[src/rtl/rtc_core_pkg.sv]
package rtc_core_pkg;

  typedef struct packed {
    logic [7:0] year;
    logic [4:0] mon;
    logic [5:0] date;
    logic [2:0] dow;
    logic [5:0] hour;
    logic [6:0] min;
    logic [6:0] sec;
  } rtc_time_t;

  localparam int NUM_ALARMS = 2;

  localparam logic [4:0] A_SEC  = 5'h00;
  localparam logic [4:0] A_MIN  = 5'h01;
  localparam logic [4:0] A_HOUR = 5'h02;
  localparam logic [4:0] A_DOW  = 5'h03;
  localparam logic [4:0] A_DATE = 5'h04;
  localparam logic [4:0] A_MON  = 5'h05;
  localparam logic [4:0] A_YEAR = 5'h06;
  localparam logic [4:0] A_AL0  = 5'h07;
  localparam logic [4:0] A_AL1  = 5'h0B;
  localparam logic [4:0] A_CTRL = 5'h0F;
  localparam logic [4:0] A_STAT = 5'h10;
  localparam logic [4:0] A_CHG  = 5'h11;

  // Control bit positions
  localparam int C_OSC_OFF = 7;
  localparam int C_SQW     = 3;
  localparam int C_INTSEL  = 2;

  function automatic logic [7:0] bcd_inc(input logic [7:0] v);
    if (v[3:0] >= 4'd9) return {v[7:4] + 4'd1, 4'd0};
    return v + 8'd1;
  endfunction

  // 10 is 2 mod 4, so tens*2 + units decides divisibility by 4
  function automatic logic bcd_leap(input logic [7:0] y);
    logic [4:0] t;
    t = {y[7:4], 1'b0} + {1'b0, y[3:0]};
    return t[1:0] == 2'b00;
  endfunction

  function automatic logic [5:0] last_day(input logic [4:0] mon, input logic [7:0] year);
    case (mon)
      5'h02:                      return bcd_leap(year) ? 6'h29 : 6'h28;
      5'h04, 5'h06, 5'h09, 5'h11: return 6'h30;
      default:                    return 6'h31;
    endcase
  endfunction

endpackage

[src/rtl/rtc_prescaler.sv]
module rtc_prescaler #(
  parameter int DIV = 32768
) (
  input  logic clk,
  input  logic rst_n,
  input  logic base_tick,
  input  logic halt,
  input  logic restart,
  output logic sec_pulse
);
  localparam int CW = (DIV > 2) ? $clog2(DIV) : 1;
  localparam logic [CW-1:0] LAST = CW'(DIV - 1);

  logic [CW-1:0] cnt_q;

  always_ff @(posedge clk or negedge rst_n) begin
    if (!rst_n)                cnt_q <= '0;
    else if (restart || halt)  cnt_q <= '0;
    else if (base_tick)        cnt_q <= (cnt_q == LAST) ? '0 : cnt_q + 1'b1;
  end

  assign sec_pulse = base_tick && !halt && !restart && (cnt_q == LAST);

  AST_RESTART_ZERO: assert property (@(posedge clk) disable iff (!rst_n)
    restart |=> cnt_q == '0);
  AST_PULSE_SPACING: assert property (@(posedge clk) disable iff (!rst_n)
    sec_pulse |=> !sec_pulse);

endmodule

[src/rtl/rtc_calendar.sv]
module rtc_calendar
  import rtc_core_pkg::*;
(
  input  logic      clk,
  input  logic      rst_n,
  input  logic      adv,
  input  logic      wr_en,
  input  logic [4:0] wr_addr,
  input  logic [7:0] wr_data,
  output rtc_time_t cur_o,
  output rtc_time_t nxt_o
);
  rtc_time_t cur_q, nxt;

  always_comb begin
    nxt = cur_q;
    if (cur_q.sec == 7'h59) begin
      nxt.sec = '0;
      if (cur_q.min == 7'h59) begin
        nxt.min = '0;
        if (cur_q.hour == 6'h23) begin
          nxt.hour = '0;
          nxt.dow  = (cur_q.dow >= 3'd7) ? 3'd1 : cur_q.dow + 3'd1;
          if (cur_q.date == last_day(cur_q.mon, cur_q.year)) begin
            nxt.date = 6'h01;
            if (cur_q.mon == 5'h12) begin
              nxt.mon  = 5'h01;
              nxt.year = (cur_q.year == 8'h99) ? 8'h00 : bcd_inc(cur_q.year);
            end else begin
              nxt.mon = 5'(bcd_inc({3'b000, cur_q.mon}));
            end
          end else begin
            nxt.date = 6'(bcd_inc({2'b00, cur_q.date}));
          end
        end else begin
          nxt.hour = 6'(bcd_inc({2'b00, cur_q.hour}));
        end
      end else begin
        nxt.min = 7'(bcd_inc({1'b0, cur_q.min}));
      end
    end else begin
      nxt.sec = 7'(bcd_inc({1'b0, cur_q.sec}));
    end
  end

  always_ff @(posedge clk or negedge rst_n) begin
    if (!rst_n) begin
      cur_q      <= '0;
      cur_q.dow  <= 3'd1;
      cur_q.date <= 6'h01;
      cur_q.mon  <= 5'h01;
    end else if (wr_en) begin
      case (wr_addr)
        A_SEC:   cur_q.sec  <= wr_data[6:0];
        A_MIN:   cur_q.min  <= wr_data[6:0];
        A_HOUR:  cur_q.hour <= wr_data[5:0];
        A_DOW:   cur_q.dow  <= wr_data[2:0];
        A_DATE:  cur_q.date <= wr_data[5:0];
        A_MON:   cur_q.mon  <= wr_data[4:0];
        A_YEAR:  cur_q.year <= wr_data;
        default: ;
      endcase
    end else if (adv) begin
      cur_q <= nxt;
    end
  end

  assign cur_o = cur_q;
  assign nxt_o = nxt;

  AST_TIME_FROZEN: assert property (@(posedge clk) disable iff (!rst_n)
    (!adv && !wr_en) |=> $stable(cur_q));
  AST_SEC_WRAP: assert property (@(posedge clk) disable iff (!rst_n)
    (adv && !wr_en && cur_q.sec == 7'h59) |=> cur_q.sec == 7'h00);
  AST_YEAR_END: assert property (@(posedge clk) disable iff (!rst_n)
    (adv && !wr_en && cur_q.mon == 5'h12 && cur_q.date == 6'h31 && cur_q.hour == 6'h23
     && cur_q.min == 7'h59 && cur_q.sec == 7'h59) |=> (cur_q.mon == 5'h01 && cur_q.date == 6'h01));

endmodule

[src/rtl/rtc_alarm.sv]
module rtc_alarm #(
  parameter logic [4:0] BASE = 5'h07
) (
  input  logic       clk,
  input  logic       rst_n,
  input  logic       wr_en,
  input  logic [4:0] wr_addr,
  input  logic [6:0] wr_data,
  input  logic       adv,
  input  logic [6:0] t_sec,
  input  logic [6:0] t_min,
  input  logic [5:0] t_hour,
  input  logic [5:0] t_date,
  output logic       hit,
  output logic [6:0] a_sec,
  output logic [6:0] a_min,
  output logic [5:0] a_hour,
  output logic [5:0] a_date
);
  always_ff @(posedge clk or negedge rst_n) begin
    if (!rst_n) begin
      a_sec <= '0; a_min <= '0; a_hour <= '0; a_date <= '0;
    end else if (wr_en) begin
      if (wr_addr == BASE)         a_sec  <= wr_data;
      if (wr_addr == BASE + 5'd1)  a_min  <= wr_data;
      if (wr_addr == BASE + 5'd2)  a_hour <= wr_data[5:0];
      if (wr_addr == BASE + 5'd3)  a_date <= wr_data[5:0];
    end
  end

  assign hit = adv && (t_sec == a_sec) && (t_min == a_min)
                   && (t_hour == a_hour) && (t_date == a_date);

endmodule

[src/rtl/rtc_bcd_core.sv]
module rtc_bcd_core
  import rtc_core_pkg::*;
#(
  parameter int TICKS_PER_SEC = 32768
) (
  input  logic       clk,
  input  logic       rst_n,
  input  logic       base_tick,
  input  logic       wr_valid,
  output logic       wr_ready,
  input  logic [4:0] wr_addr,
  input  logic [7:0] wr_data,
  input  logic [4:0] rd_addr,
  output logic [7:0] rd_data,
  output logic       irq_o,
  output logic       chg_on,
  output logic [1:0] chg_diode,
  output logic [1:0] chg_res
);
  logic       wr_fire, time_wr, stat_wr, sec_pulse, osc_off;
  logic [7:0] ctrl_q, chg_q;
  logic       osf_q, sq_q;
  logic [NUM_ALARMS-1:0] af_q, al_hit;
  logic [6:0] al_sec  [NUM_ALARMS];
  logic [6:0] al_min  [NUM_ALARMS];
  logic [5:0] al_hour [NUM_ALARMS];
  logic [5:0] al_date [NUM_ALARMS];
  rtc_time_t  cur, nxt;

  assign wr_ready = 1'b1;
  assign wr_fire  = wr_valid && wr_ready;
  assign time_wr  = wr_fire && (wr_addr <= A_YEAR);
  assign stat_wr  = wr_fire && (wr_addr == A_STAT);
  assign osc_off  = ctrl_q[C_OSC_OFF];

  rtc_prescaler #(.DIV(TICKS_PER_SEC)) u_presc (
    .clk(clk), .rst_n(rst_n), .base_tick(base_tick),
    .halt(osc_off), .restart(time_wr), .sec_pulse(sec_pulse)
  );

  rtc_calendar u_cal (
    .clk(clk), .rst_n(rst_n), .adv(sec_pulse), .wr_en(time_wr),
    .wr_addr(wr_addr), .wr_data(wr_data), .cur_o(cur), .nxt_o(nxt)
  );

  for (genvar g = 0; g < NUM_ALARMS; g++) begin : g_alarm
    rtc_alarm #(.BASE(A_AL0 + 5'(4 * g))) u_alarm (
      .clk(clk), .rst_n(rst_n), .wr_en(wr_fire), .wr_addr(wr_addr),
      .wr_data(wr_data[6:0]), .adv(sec_pulse),
      .t_sec(nxt.sec), .t_min(nxt.min), .t_hour(nxt.hour), .t_date(nxt.date),
      .hit(al_hit[g]), .a_sec(al_sec[g]), .a_min(al_min[g]),
      .a_hour(al_hour[g]), .a_date(al_date[g])
    );
  end

  always_ff @(posedge clk or negedge rst_n) begin
    if (!rst_n) begin
      ctrl_q <= '0;
      chg_q  <= '0;
      osf_q  <= 1'b1;
      af_q   <= '0;
      sq_q   <= 1'b0;
    end else begin
      if (wr_fire && wr_addr == A_CTRL) ctrl_q <= wr_data & 8'hBF;
      if (wr_fire && wr_addr == A_CHG)  chg_q  <= wr_data;
      osf_q <= (stat_wr ? (osf_q & wr_data[7]) : osf_q) | osc_off;
      af_q  <= (stat_wr ? (af_q & wr_data[NUM_ALARMS-1:0]) : af_q) | al_hit;
      if (sec_pulse) sq_q <= ~sq_q;
    end
  end

  assign irq_o = ctrl_q[C_INTSEL] ? |(af_q & ctrl_q[NUM_ALARMS-1:0])
                                  : (ctrl_q[C_SQW] & sq_q);

  always_comb begin
    chg_on    = (chg_q[7:4] == 4'hA) && (chg_q[1:0] != 2'b00);
    chg_res   = chg_on ? chg_q[1:0] : 2'b00;
    chg_diode = chg_on ? chg_q[3:2] : 2'b00;
  end

  always_comb begin
    case (rd_addr)
      A_SEC:          rd_data = {1'b0, cur.sec};
      A_MIN:          rd_data = {1'b0, cur.min};
      A_HOUR:         rd_data = {2'b0, cur.hour};
      A_DOW:          rd_data = {5'b0, cur.dow};
      A_DATE:         rd_data = {2'b0, cur.date};
      A_MON:          rd_data = {3'b0, cur.mon};
      A_YEAR:         rd_data = cur.year;
      A_AL0:          rd_data = {1'b0, al_sec[0]};
      A_AL0 + 5'd1:   rd_data = {1'b0, al_min[0]};
      A_AL0 + 5'd2:   rd_data = {2'b0, al_hour[0]};
      A_AL0 + 5'd3:   rd_data = {2'b0, al_date[0]};
      A_AL1:          rd_data = {1'b0, al_sec[1]};
      A_AL1 + 5'd1:   rd_data = {1'b0, al_min[1]};
      A_AL1 + 5'd2:   rd_data = {2'b0, al_hour[1]};
      A_AL1 + 5'd3:   rd_data = {2'b0, al_date[1]};
      A_CTRL:         rd_data = ctrl_q;
      A_STAT:         rd_data = {osf_q, 5'b0, af_q};
      A_CHG:          rd_data = chg_q;
      default:        rd_data = 8'h00;
    endcase
  end

  AST_OSF_WHILE_OFF: assert property (@(posedge clk) disable iff (!rst_n)
    osc_off |=> osf_q);
  AST_FLAG_STICKY: assert property (@(posedge clk) disable iff (!rst_n)
    (af_q[0] && !stat_wr) |=> af_q[0]);
  AST_MATCH_WINS: assert property (@(posedge clk) disable iff (!rst_n)
    al_hit[1] |=> af_q[1]);
  AST_MASKED_QUIET: assert property (@(posedge clk) disable iff (!rst_n)
    (ctrl_q[C_INTSEL] && ctrl_q[1:0] == 2'b00) |-> !irq_o);
  AST_READY_HIGH: assert property (@(posedge clk) disable iff (!rst_n)
    wr_ready);

endmodule

[config.mk]
export PLATFORM = sky130hd
export DESIGN_NAME = rtc_bcd_core
export DESIGN_NICKNAME = d
export VERILOG_FILES = /design/src/rtl/rtc_core_pkg.sv /design/src/rtl/rtc_prescaler.sv /design/src/rtl/rtc_calendar.sv /design/src/rtl/rtc_alarm.sv /design/src/rtl/rtc_bcd_core.sv
export SDC_FILE = /design/constraint.sdc
export NUM_CORES = 1
export LEC_CHECK = 0
export CAP_MARGIN = 20
export CELL_PAD_IN_SITES_DETAIL_PLACEMENT = 0
export CELL_PAD_IN_SITES_GLOBAL_PLACEMENT = 1
export CORE_MARGIN = 2
export CORE_UTILIZATION = 39
export DETAILED_ROUTE_END_ITERATION = 7
export PLACE_DENSITY_LB_ADDON = 0.1
export SLEW_MARGIN = 25
export SYNTH_ARGS = -nofsm -noshare
export SYNTH_HDL_FRONTEND = slang
export SYNTH_HIERARCHICAL = 1
export SYNTH_SLANG_ARGS = --single-unit
[constraint.sdc]
create_clock -name clk -period 7.8 [get_ports clk]
set_input_delay 1.95 -clock clk [delete_from_list [all_inputs] [get_ports clk]]
set_output_delay 1.95 -clock clk [all_outputs]
set_load 0.005 [all_outputs]
==> results of run 1 <==
==> flip-flops by register name, indices dropped and copies added (netlist names) <==
signal,count
u_presc/cnt_q,15
sq_q,1
u_cal/cur_o,42
g_alarm.u_alarm/a_min,14
g_alarm.u_alarm/a_date,12
ctrl_q,7
af_q,2
g_alarm.u_alarm/a_hour,12
g_alarm.u_alarm/a_sec,14
osf_q,1
chg_q,8
==> final timing paths <==
| check | from | depth (start not counted) | to | slack, ns |
|---|---|---|---|---|
| worst max-delay path | rd_addr[1] | 7 | rd_data[0] | 1.02 |
| worst min-delay path | sq_q$_DFFE_PN0P_ | 1 | sq_q$_DFFE_PN0P_ | 0.48 |
| worst max register to register | u_cal/cur_o[29]$_DFFE_PN1P_ | 12 | af_q[0]$_DFF_PN0_ | 3.43 |
| worst min register to register | sq_q$_DFFE_PN0P_ | 1 | sq_q$_DFFE_PN0P_ | 0.48 |
| max in group asynchronous | rst_n | 2 | g_alarm[1].u_alarm/a_date[3]$_DFFE_PN0P_ | 5.06 |
| min in group asynchronous | rst_n | 1 | u_cal/cur_o[33]$_DFFE_PN0P_ | 1.56 |
==> per-layer routing <==
metal,global-route usage (%),wire (um),vias up
met1,40.3,15400,4017
met5,0,0,-
li1,-,-,3616
met2,47.6,16500,280
met3,3.85,2100,47
met4,8.66,825,0
==> power groups by stage <==
stage | Combinational [uW] | Clock, uW | Sequential [uW]
floorplan | 301 | 0 | 837
global placement | 422 | 0 | 917
detailed placement | 426 | 0 | 912
CTS | 428 | 828 | 901
global route | 473 | 859 | 912
finish | 431 | 811 | 906
==> area by class of cell <==
cell class | instances | share of cell area (%)
multi-input cells | 750 | 53.8
flip-flops and latches | 128 | 30.8
repair buffers | 56 | 4.89
clock buffers | 17 | 4.09
well taps | 319 | 3.84
clock inverters | 15 | 1.53
inverters | 29 | 1.05
==> stage by stage <==
step | worst slack [ns] | hold WS [ns] | utilization (%)
6_report | 1.02 | 0.478 | 44.7
3_3_place_gp | 1.07 | 0.460 | 42.2
3_5_place_dp | 1.04 | 0.459 | 42.2
4_1_cts | 1.04 | 0.475 | 44.7
2_1_floorplan | 2.69 | 0.442 | -
5_1_grt | 0.912 | 0.513 | 44.7
==> impl_metrics.json, run 1 <==
{
  "outcome": "finished clean",
  "seqPwrFrac_pct": 42.2,
  "die_area_um2": 24700,
  "peakVddDrop_mv": 0.110,
  "area_growth_pct": 13.8,
  "final_common_cell": "dfrtp_1",
  "worstPathRequired_ns": 5.85,
  "switchingPower_uw": 705,
  "setup_tns_ns": 0,
  "dr.pass1.iters": 6,
  "postSynthCellCount": 951,
  "crit_fanout": 20,
  "wl_per_cell_um": 26.5,
  "drt-initial-drc-count": 754,
  "p_total_uw": 2150,
  "drc": 0,
  "dp_hpwl_um": 26100,
  "fin_skew_ns": 0.0107,
  "power_frac_comb_pct": 20.1,
  "rsz0062_at_grt": "no",
  "cpPeakStageDelay_ns": 0.87,
  "cts_tree": "built",
  "dpl_cell_area_um2": 9820,
  "crit_chain": "clkdlybuf4s50_1 -> and3b_1 -> and2_1 -> nand2_1 -> nand4_1 -> or4_1 -> clkdlybuf4s50_1",
  "cts.sinks": 128,
  "synthesis.nets": 1003,
  "min_period_over_period_pct": 87.0,
  "maxSlewHeadroom_pct": 34.6,
  "start_util_pct": 39.3,
  "worst_pin_slew_ns": 0.972,
  "worst_ep_arrival_time_ns": 4.83,
  "grt_pass1_vias": 7770,
  "antenna_left": 0,
  "place.gp.congestion": 0.997,
  "grt-ovfl-total": 0,
  "antenna_found_initial": 0,
  "grt_max_degree": 79,
  "holdBufCountCts": 0,
  "core_um2": 23300,
  "cts_resized": 0,
  "yosysWarnings": 6,
  "swShare_pct": 32.8,
  "htree_levels": 4,
  "slowest_stage": "clkdlybuf4s50_1",
  "io_pins": 37,
  "cpMostUsedCell": "clkdlybuf4s50_1",
  "fin_area_um2": 10400,
  "cp-end-kind": "primary output",
  "layout-drive-gt1-share_pct": 18.0,
  "netlist_area_um2": 9140,
  "insertion_delay_ns": 0.43,
  "crit_family": "simple AND/OR/NAND/NOR gates",
  "drv_slew": 0,
  "finalSetupViolCount": 0,
  "fmax_mhz": 147,
  "most-common-layout-cells": "124 x dfrtp_1, 75 x mux2_2, 70 x nand2_1, 55 x xnor2_1, 51 x o21ai_0",
  "cts_buffers": 17,
  "worst_setup_path_start_kind": "input pin",
  "post_cts_buffers": 0,
  "final_hold_viol_count": 0,
  "power.density_nw_per_um2": 206,
  "leakagePower_uw": 0.00414,
  "grt_first_pass_wirelength_um": 52100,
  "final_net_count": 1034,
  "multi_input_area_um2": 5600,
  "dieWidth_um": 157,
  "hp-class": "reg2reg",
  "p_int_uw": 1440,
  "antenna_cells": 0,
  "layout.area.seq_um2": 3210,
  "row_count": 56,
  "dp.cells": 1282,
  "syn_avg_cell_area_um2": 9.61,
  "grt.total_usage_pct": 29.1,
  "fin_cells": 1314,
  "power_frac_clock_pct": 37.7,
  "path_clk_slew_ns": 0.06,
  "via_per_inst": 6.06,
  "n_fill_cell": 2284,
  "maxCapViolations": 0,
  "critPathKind": "in2out",
  "worst-path-buf-inv": 2,
  "routed_wl_um": 34800,
  "port-buffer-count": 35,
  "vias": 7960,
  "die_h_um": 157,
  "layout_min_cycle_time_ns": 6.78,
  "cts_root_buffer": "clkbuf_16",
  "cts_buffer_depth": 2
}
No activity file was read; power rests on OpenSTA's default activity.
==> inputs of run 2 (changes only) <==
--- a/config.mk
+++ b/config.mk
@@ -6,12 +6,9 @@
 export NUM_CORES = 1
 export LEC_CHECK = 0
 export CAP_MARGIN = 20
-export CELL_PAD_IN_SITES_DETAIL_PLACEMENT = 0
-export CELL_PAD_IN_SITES_GLOBAL_PLACEMENT = 1
 export CORE_MARGIN = 2
 export CORE_UTILIZATION = 39
 export DETAILED_ROUTE_END_ITERATION = 7
-export PLACE_DENSITY_LB_ADDON = 0.1
 export SLEW_MARGIN = 25
 export SYNTH_ARGS = -nofsm -noshare
 export SYNTH_HDL_FRONTEND = slang
==> impl_metrics.json, run 2 (synthesis results as in run 1) <==
{
  "worst_ep_arrival_time_ns": 4.82,
  "dpl_cell_area_um2": 9780,
  "grt_first_pass_wirelength_um": 48900,
  "most-common-layout-cells": "124 x dfrtp_1, 75 x mux2_2, 70 x nand2_1, 55 x xnor2_1, 51 x o21ai_0",
  "dr.pass1.iters": 6,
  "antenna_found_initial": 0,
  "wl_per_cell_um": 24.8,
  "cts_tree": "built",
  "antenna_left": 0,
  "worstPathRequired_ns": 5.85,
  "fmax_mhz": 148,
  "worst_setup_path_start_kind": "input pin",
  "htree_levels": 4,
  "start_util_pct": 39.3,
  "holdBufCountCts": 0,
  "p_int_uw": 1480,
  "grt.total_usage_pct": 27.2,
  "layout-drive-gt1-share_pct": 17.6,
  "cts_root_buffer": "clkbuf_16",
  "switchingPower_uw": 702,
  "die_h_um": 157,
  "io_pins": 37,
  "place.gp.congestion": 1.01,
  "maxSlewHeadroom_pct": 29.4,
  "drt-initial-drc-count": 954,
  "crit_fanout": 12,
  "finalSetupViolCount": 0,
  "cp-end-kind": "primary output",
  "drv_slew": 0,
  "insertion_delay_ns": 0.43,
  "vias": 8017,
  "area_growth_pct": 13.9,
  "outcome": "finished clean",
  "swShare_pct": 32.2,
  "final_common_cell": "dfrtp_1",
  "drc": 0,
  "grt_pass1_vias": 7589,
  "dp.cells": 1277,
  "rsz0062_at_grt": "no",
  "largest_reg_flops": 42,
  "power.density_nw_per_um2": 209,
  "whs_ns": 0.468,
  "setup_tns_ns": 0,
  "die_area_um2": 24700,
  "peakVddDrop_mv": 0.143,
  "cts.sinks": 128,
  "grt-ovfl-total": 0,
  "leakagePower_uw": 0.00413,
  "cts_buffer_depth": 2,
  "grt_max_degree": 75,
  "post_cts_buffers": 0,
  "seqPwrFrac_pct": 41.3,
  "power_frac_clock_pct": 38.9,
  "fin_area_um2": 10400,
  "min_period_over_period_pct": 86.8,
  "fin_cells": 1311,
  "dieWidth_um": 157,
  "cts_buffers": 17,
  "maxCapViolations": 0,
  "core_um2": 23300,
  "worst_pin_slew_ns": 1.05,
  "fin_skew_ns": 0.0104,
  "cts_resized": 0,
  "via_per_inst": 6.12,
  "dp_hpwl_um": 24500,
  "routed_wl_um": 32500,
  "final_hold_viol_count": 0,
  "path_clk_slew_ns": 0.06,
  "hp-class": "reg2reg",
  "power_frac_comb_pct": 19.9,
  "port-buffer-count": 35,
  "layout_min_cycle_time_ns": 6.77,
  "critPathKind": "in2out",
  "final_net_count": 1030,
  "row_count": 56
}
run 2: cell count changes in the layout (fill, tap and decap cells not counted):
cell and change:
clkinvlp_4 +1, clkinv_2 -3, inv_6 +1, bufinv_16 +1, inv_8 -1, clkbuf_1 +1, buf_4 -5, diode_2 +1
buf_12 +1
run 2: area by class of cell:
cell class	count	area (um2)
clock inverters	14	179
flip-flops and latches	128	3210
fillers	2303	12800
diodes	1	2.50
inverters	29	109
multi-input cells	750	5600
well taps	319	399
repair buffers	52	492
clock buffers	18	429
run 2: per-layer routing:
layer	up-vias	wire length, um	share of wire, %	global-route usage [%]
met5	-	0	0	0
met4	0	1100	3.4	9.87
met3	61	2040	6.3	3.52
met2	333	14700	45	42.0
met1	4009	14700	45	39.0
li1	3614	-	-	-
run 2: path summary, 6_finish.rpt:
| path | slack, ns | cells past startpoint | start | endpoint |
|---|---|---|---|---|
| min | 0.47 | 1 | sq_q$_DFFE_PN0P_ | sq_q$_DFFE_PN0P_ |
| max in group asynchronous | 5.18 | 3 | rst_n | osf_q$_DFF_PN1_ |
| max reg2reg | 3.38 | 9 | u_presc/cnt_q[0]$_DFFE_PN0P_ | u_cal/cur_o[27]$_DFFE_PN0P_ |
| min in group asynchronous | 1.46 | 1 | rst_n | g_alarm[1].u_alarm/a_min[2]$_DFFE_PN0P_ |
| max | 1.03 | 8 | rd_addr[3] | rd_data[3] |
| min reg2reg | 0.47 | 1 | sq_q$_DFFE_PN0P_ | sq_q$_DFFE_PN0P_ |
run 2: per-stage QoR:
step	utilization (%)	total power, uW	setup WS, ns
global placement	42.1	1330	1.07
floorplan	-	1140	2.69
CTS	44.7	2180	1.08
detailed placement	42.1	1330	1.09
finish	44.8	2180	1.03
global route	44.8	2270	0.968
run 2: power groups by stage:
stage / Combinational (uW) / Clock (uW) / Sequential [uW]
6_report: 433 / 846 / 899
4_1_cts: 426 / 855 / 897
5_1_grt: 471 / 885 / 909
3_3_place_gp: 419 / 0 / 908
3_5_place_dp: 425 / 0 / 908
2_1_floorplan: 301 / 0 / 837
run 2: critical path, stage by stage:
cell and delay [ns]:
clkdlybuf4s50_1 0.76, buf_4 0.28, or3b_2 0.53, nor2_1 0.30
a32o_1 0.18, a211oi_1 0.05, o2111ai_1 0.20, clkdlybuf4s50_1 0.57
